File: src/rtl/tpio_pkg.sv
package tpio_pkg;

    localparam int unsigned PORT_W    = 8;
    localparam int unsigned NIB_W     = PORT_W / 2;
    localparam int unsigned N_PORTS   = 3;
    localparam int unsigned SYNC_LEN  = 2;
    localparam int unsigned ADDR_W    = 2;
    localparam int unsigned DIR_W     = 4;

    typedef enum logic [2:0] {
        OP_STORE  = 3'd0,
        OP_SET    = 3'd1,
        OP_CLEAR  = 3'd2,
        OP_TOGGLE = 3'd3,
        OP_CHANGE = 3'd4
    } port_op_e;

    typedef enum logic [ADDR_W-1:0] {
        SEL_A   = 2'd0,
        SEL_B   = 2'd1,
        SEL_C   = 2'd2,
        SEL_CTL = 2'd3
    } reg_sel_e;

    typedef struct packed {
        logic c_hi;
        logic c_lo;
        logic b;
        logic a;
    } dir_cfg_t;

    function automatic logic [PORT_W-1:0] pick_bits(
        input logic [PORT_W-1:0] drive_en,
        input logic [PORT_W-1:0] latch_v,
        input logic [PORT_W-1:0] pin_v
    );
        return (latch_v & drive_en) | (pin_v & ~drive_en);
    endfunction

endpackage

File: src/rtl/tpio_sync.sv
module tpio_sync #(
    parameter int unsigned W      = tpio_pkg::PORT_W,
    parameter int unsigned STAGES = tpio_pkg::SYNC_LEN
) (
    input  logic         clk,
    input  logic         rst,
    input  logic [W-1:0] d,
    output logic [W-1:0] q
);
    logic [STAGES-1:0][W-1:0] stg;

    always_ff @(posedge clk) begin
        if (rst) stg[0] <= '0;
        else     stg[0] <= d;
    end

    for (genvar s = 1; s < STAGES; s++) begin : g_stage
        always_ff @(posedge clk) begin
            if (rst) stg[s] <= '0;
            else     stg[s] <= stg[s-1];
        end
    end

    assign q = stg[STAGES-1];
endmodule

File: src/rtl/tpio_latch.sv
module tpio_latch
    import tpio_pkg::*;
#(
    parameter int unsigned W = PORT_W
) (
    input  logic         clk,
    input  logic         rst,
    input  logic         clr_all,
    input  logic         wr_en,
    input  port_op_e     op,
    input  logic [W-1:0] wdata,
    input  logic [W-1:0] mask,
    output logic [W-1:0] q
);
    logic [W-1:0] nxt;

    always_comb begin
        unique case (op)
            OP_STORE:  nxt = wdata;
            OP_SET:    nxt = q | mask;
            OP_CLEAR:  nxt = q & ~mask;
            OP_TOGGLE: nxt = q ^ mask;
            OP_CHANGE: nxt = (q & ~mask) | (wdata & mask);
            default:   nxt = q;
        endcase
    end

    always_ff @(posedge clk) begin
        if (rst || clr_all) q <= '0;
        else if (wr_en)     q <= nxt;
    end
endmodule

File: src/rtl/tpio_ctrl.sv
module tpio_ctrl
    import tpio_pkg::*;
(
    input  logic             clk,
    input  logic             rst,
    input  logic             ctl_wr,
    input  logic [DIR_W-1:0] ctl_wdata,
    output dir_cfg_t         cfg
);
    always_ff @(posedge clk) begin
        if (rst)         cfg <= '0;
        else if (ctl_wr) cfg <= dir_cfg_t'(ctl_wdata);
    end
endmodule

File: src/rtl/tri_port_pio.sv
module tri_port_pio
    import tpio_pkg::*;
#(
    parameter int unsigned W = PORT_W
) (
    input  logic              clk,
    input  logic              rst,
    input  logic              bus_wr,
    input  logic [ADDR_W-1:0] bus_addr,
    input  logic [2:0]        bus_op,
    input  logic [W-1:0]      bus_wdata,
    input  logic [W-1:0]      bus_mask,
    output logic [W-1:0]      bus_rdata,
    input  logic [W-1:0]      pin_a_in,
    output logic [W-1:0]      pin_a_out,
    output logic [W-1:0]      pin_a_oe,
    input  logic [W-1:0]      pin_b_in,
    output logic [W-1:0]      pin_b_out,
    output logic [W-1:0]      pin_b_oe,
    input  logic [W-1:0]      pin_c_in,
    output logic [W-1:0]      pin_c_out,
    output logic [W-1:0]      pin_c_oe
);
    localparam int unsigned HALF = W / 2;

    reg_sel_e sel;
    dir_cfg_t cfg;
    logic     ctl_wr;

    logic [N_PORTS-1:0][W-1:0] pin_in_v;
    logic [N_PORTS-1:0][W-1:0] sync_v;
    logic [N_PORTS-1:0][W-1:0] latch_v;
    logic [N_PORTS-1:0][W-1:0] oe_v;
    logic [N_PORTS-1:0][W-1:0] view_v;

    assign sel    = reg_sel_e'(bus_addr);
    assign ctl_wr = bus_wr && (sel == SEL_CTL);

    tpio_ctrl u_ctrl (
        .clk       (clk),
        .rst       (rst),
        .ctl_wr    (ctl_wr),
        .ctl_wdata (bus_wdata[DIR_W-1:0]),
        .cfg       (cfg)
    );

    assign pin_in_v = {pin_c_in, pin_b_in, pin_a_in};
    assign oe_v[0]  = {W{cfg.a}};
    assign oe_v[1]  = {W{cfg.b}};
    assign oe_v[2]  = {{(W-HALF){cfg.c_hi}}, {HALF{cfg.c_lo}}};

    for (genvar p = 0; p < N_PORTS; p++) begin : g_port
        logic port_wr;
        assign port_wr = bus_wr && (bus_addr == ADDR_W'(p));

        tpio_latch #(.W(W)) u_latch (
            .clk     (clk),
            .rst     (rst),
            .clr_all (ctl_wr),
            .wr_en   (port_wr),
            .op      (port_op_e'(bus_op)),
            .wdata   (bus_wdata),
            .mask    (bus_mask),
            .q       (latch_v[p])
        );

        tpio_sync #(.W(W), .STAGES(SYNC_LEN)) u_sync (
            .clk (clk),
            .rst (rst),
            .d   (pin_in_v[p]),
            .q   (sync_v[p])
        );

        assign view_v[p] = pick_bits(oe_v[p], latch_v[p], sync_v[p]);
    end

    always_comb begin
        unique case (sel)
            SEL_A:   bus_rdata = view_v[0];
            SEL_B:   bus_rdata = view_v[1];
            SEL_C:   bus_rdata = view_v[2];
            default: bus_rdata = {{(W-DIR_W){1'b0}}, cfg};
        endcase
    end

    assign pin_a_out = latch_v[0];
    assign pin_b_out = latch_v[1];
    assign pin_c_out = latch_v[2];
    assign pin_a_oe  = oe_v[0];
    assign pin_b_oe  = oe_v[1];
    assign pin_c_oe  = oe_v[2];
endmodule

File: config.mk
export PLATFORM = sky130hd
export DESIGN_NAME = tri_port_pio
export DESIGN_NICKNAME = d
export VERILOG_FILES = /design/src/rtl/tpio_pkg.sv /design/src/rtl/tpio_sync.sv /design/src/rtl/tpio_latch.sv /design/src/rtl/tpio_ctrl.sv /design/src/rtl/tri_port_pio.sv
export SDC_FILE = /design/constraint.sdc
export NUM_CORES = 1
export LEC_CHECK = 0
export ABC_AREA = 1
export BUFFER_PORTS_ARGS = -buffer_cell sky130_fd_sc_hd__buf_4
export CORE_AREA = 3 3 115 117
export DETAILED_ROUTE_END_ITERATION = 10
export DIE_AREA = 0 0 118 120
export PLACE_DENSITY = 0.63
export SYNTH_ARGS = -nofsm -noshare
export SYNTH_HDL_FRONTEND = slang
export SYNTH_SLANG_ARGS = --single-unit
File: constraint.sdc
create_clock -name clk -period 1.7 [get_ports clk]
set_clock_uncertainty 0.05 [all_clocks]
set_input_delay 0.17 -clock clk [delete_from_list [all_inputs] [get_ports clk]]
set_output_delay 0.17 -clock clk [all_outputs]
set_load 0.005 [all_outputs]
==> metrics <==
P_sw=1.325 mW; synthesis-to-layout area growth=30.79%; drt via density=4.553; Num CTS Buffers=9; cell area after layout=6335 sq um; core area=12470 sq um; max incr delay on CP=340 ps; GP Congestion=0.8550; crit-path max FO=10; Worst-path clk slew=70 ps; Worst-Skew Late Latency=340 ps; Die X=118 um; Slowest-stage cell, CP=dfxtp_2; die area=14160 sq um; dpl hpwl=9.724 mm; Relative slew margins=0.6807; Clock Power Share=0.448; TritonCTS clock tree=done; GRT Total Usage=0.1962; Internal Power=3.514 mW; Mean Syn Cell Area=6.407 sq um; Cell Pwr Density=763.9 nW/um^2; Post-Route WL=13.70 mm; RSZ-0062 raised after global routing=false; vias in the first global route=4388; Std-Cell Rows=41; Seq/Total Area, Yosys=0.3141; Leak=3.503 nW; crit end category=output pin; hold crit path type=in -> reg; clk root buf=clkbuf_16; post-synth net total=852; Yosys top cell area share=0.3141; initial DRC count=271; n_diodes=0; Initial Util=0.3885; Setup violations, final=0; # placed instances=1006; WS Path Type=reg -> out; Top Family by Delay on Critical Path=buffers and inverters; CP cell instances=buf_4 > o211ai_1 > nand4_1 > buf_4; CP most frequent cell=buf_4; Fin Setup TNS=0 ps; cells after synthesis=756; max_cap viols=0; combinational share of power=0.158; Slew @ Worst Pin=479.0 ps; Die H=120 um; Sequential Power Share=0.394; met2 GRT Util=0.3309; count of cell types in the netlist=20; Synth area leaders=dfxtp_1 (31%), nand2_1 (16%), ha_1 (12%), inv_1 (10%), nand3_1 (6.7%); status=finished, final reports clean; share of cells above drive strength 1=0.1773; DP Worst Slack=280.2 ps; post-route ant nets=0; Nets=965; Sw Share=0.2738; grt met1 use=0.2553; total vias in the final route=4762; largest net degree at the start of global routing=53; FF+latch count, synth=76; DRC=0; Remaining Overflow, GRT=0; detailed-routing iteration count for the pre-antenna-repair pass=4; IR drop worst, VDD=647.7 uV; Final Hold Fails=0; port bufs=103; # IOs=104; Warnings, synthesis=0; Final WS setup=23.15 ps; Clock Path Buffers=2; # clock sinks=76; Slew Limit Fails=0; wire per inst=13.09 um; worst path bufs/invs=2; H-tree Lvls=3; fmax=596.4 MHz; antenna violations before repair=0; Final Non-Filler Cells=1046; crit path time final=1677 ps; met3 track demand over resource=0.04288; GR peak layer=met2; final worst path period share=0.9864; global-route wire length before repair=22.11 mm; Crit path arrival time=1460 ps; Startpoint Class=flip-flop; Crit path required time=1480 ps; Mapped Area=4843 sq um; placed inst area=5752 sq um; post-synth top area cell=dfxtp_1
-- power by group through the flow --
stage	clock (mW)	combinational [mW]	sequential (mW)
final	2.17	0.764	1.91
after CTS	2.21	0.763	1.91
after floorplan	0	0.410	1.93
after global placement	0	0.712	1.95
after global routing	2.28	0.868	1.91
after detailed placement	0	0.716	1.95
-- registers in the layout, indices dropped and copies added, names as in the netlist --
name,cells
g_port.u_latch.q,24
g_port.u_sync.q,24
g_port.u_sync.stg,24
u_ctrl.cfg,4
-- synth_stat cells --
cell      number
buf_1          3
o21ai_1        1
buf_4         20
nor2_1        78
nor2_4         1
nand3_1       65
nand2_1      206
nand3b_1       1
o21ai_0       34
nand4_1        4
nor2_2         4
clkbuf_1      13
o211ai_1      14
buf_2         13
clkbuf_2       1
ha_1          48
inv_2          3
a21oi_1       38
inv_1        133
dfxtp_1       76
-- final cells by class --
type                            count  area, sq um
Sequential cell                    76         1525
Clock inverter                      7        106.4
Fill cell                        1278         6131
Inverter                          136        510.5
Multi-Input combinational cell    494         2531
Clock buffer                        9        225.2
Timing Repair Buffer              152         1221
Tap cell                          172        215.2
-- layer usage --
metal  vias to the layer above  part of all wire
met2                       127              0.45
li1                       2529                 -
met4                         0             0.013
met5                         -                 0
met1                      2090              0.47
met3                        16             0.059
-- worst reg2reg max path: stages (launching register included) --
cell     delay (ps)
dfxtp_1         450
inv_1           130
ha_1            290
nand2_1          70
nand2_1          50
nor2_1           80
a21oi_1          60
-- timing repair --
item	in CTS	in global routing
pin swaps	0	2
endpoints found under the setup margin	1	5
buffers inserted	0	0
hold buffers	24	0
endpoints found under the hold margin	24	0
gates resized for setup	1	5
-- cells in the final DEF (no fill, tap or decap), types with 9 or more instances in the layout --
cell	count
a21oi_1	38
inv_1	133
dlygate4sd3_1	24
clkbuf_16	9
nor2_1	78
nand3_1	65
ha_1	48
o211ai_1	14
nand2_1	206
buf_4	125
o21ai_0	33
dfxtp_1	73
-- cells by family (layout without fill, tap and decap cells) --
family	Yosys count	count (layout)	synth area share
DFF	76	76	0.3141
adders and majority gates	48	48	0.1240
AOI/OAI and AO/OA	87	87	0.09713
buffers and inverters	186	304	0.1633
and+or+nand+nor	359	359	0.3015
-- final timing paths --
| kind | startpoint | to | slack [ps] | cells after the start |
|---|---|---|---|---|
| max | u_ctrl.cfg[1] | bus_rdata[3] | 20 | 4 |
| min | bus_wdata[1] | u_ctrl.cfg[1] | 80 | 3 |
| max reg2reg | g_port[0].u_latch.q[3] | g_port[0].u_latch.q[3] | 410 | 6 |
| min reg2reg | g_port[0].u_sync.stg[1] | g_port[0].u_sync.q[1] | 350 | 2 |
-- metrics by stage --
stage,hold WS (ps),util,power (mW)
6_report,83.38,0.5082,4.839
5_1_grt,74.42,0.5082,5.059
4_1_cts,73.05,0.5074,4.883
3_5_place_dp,325.2,0.4614,2.662
3_3_place_gp,322.4,0.4614,2.657
2_1_floorplan,227.0,-,2.345
Note: power is estimated with default switching activity, not from simulation.
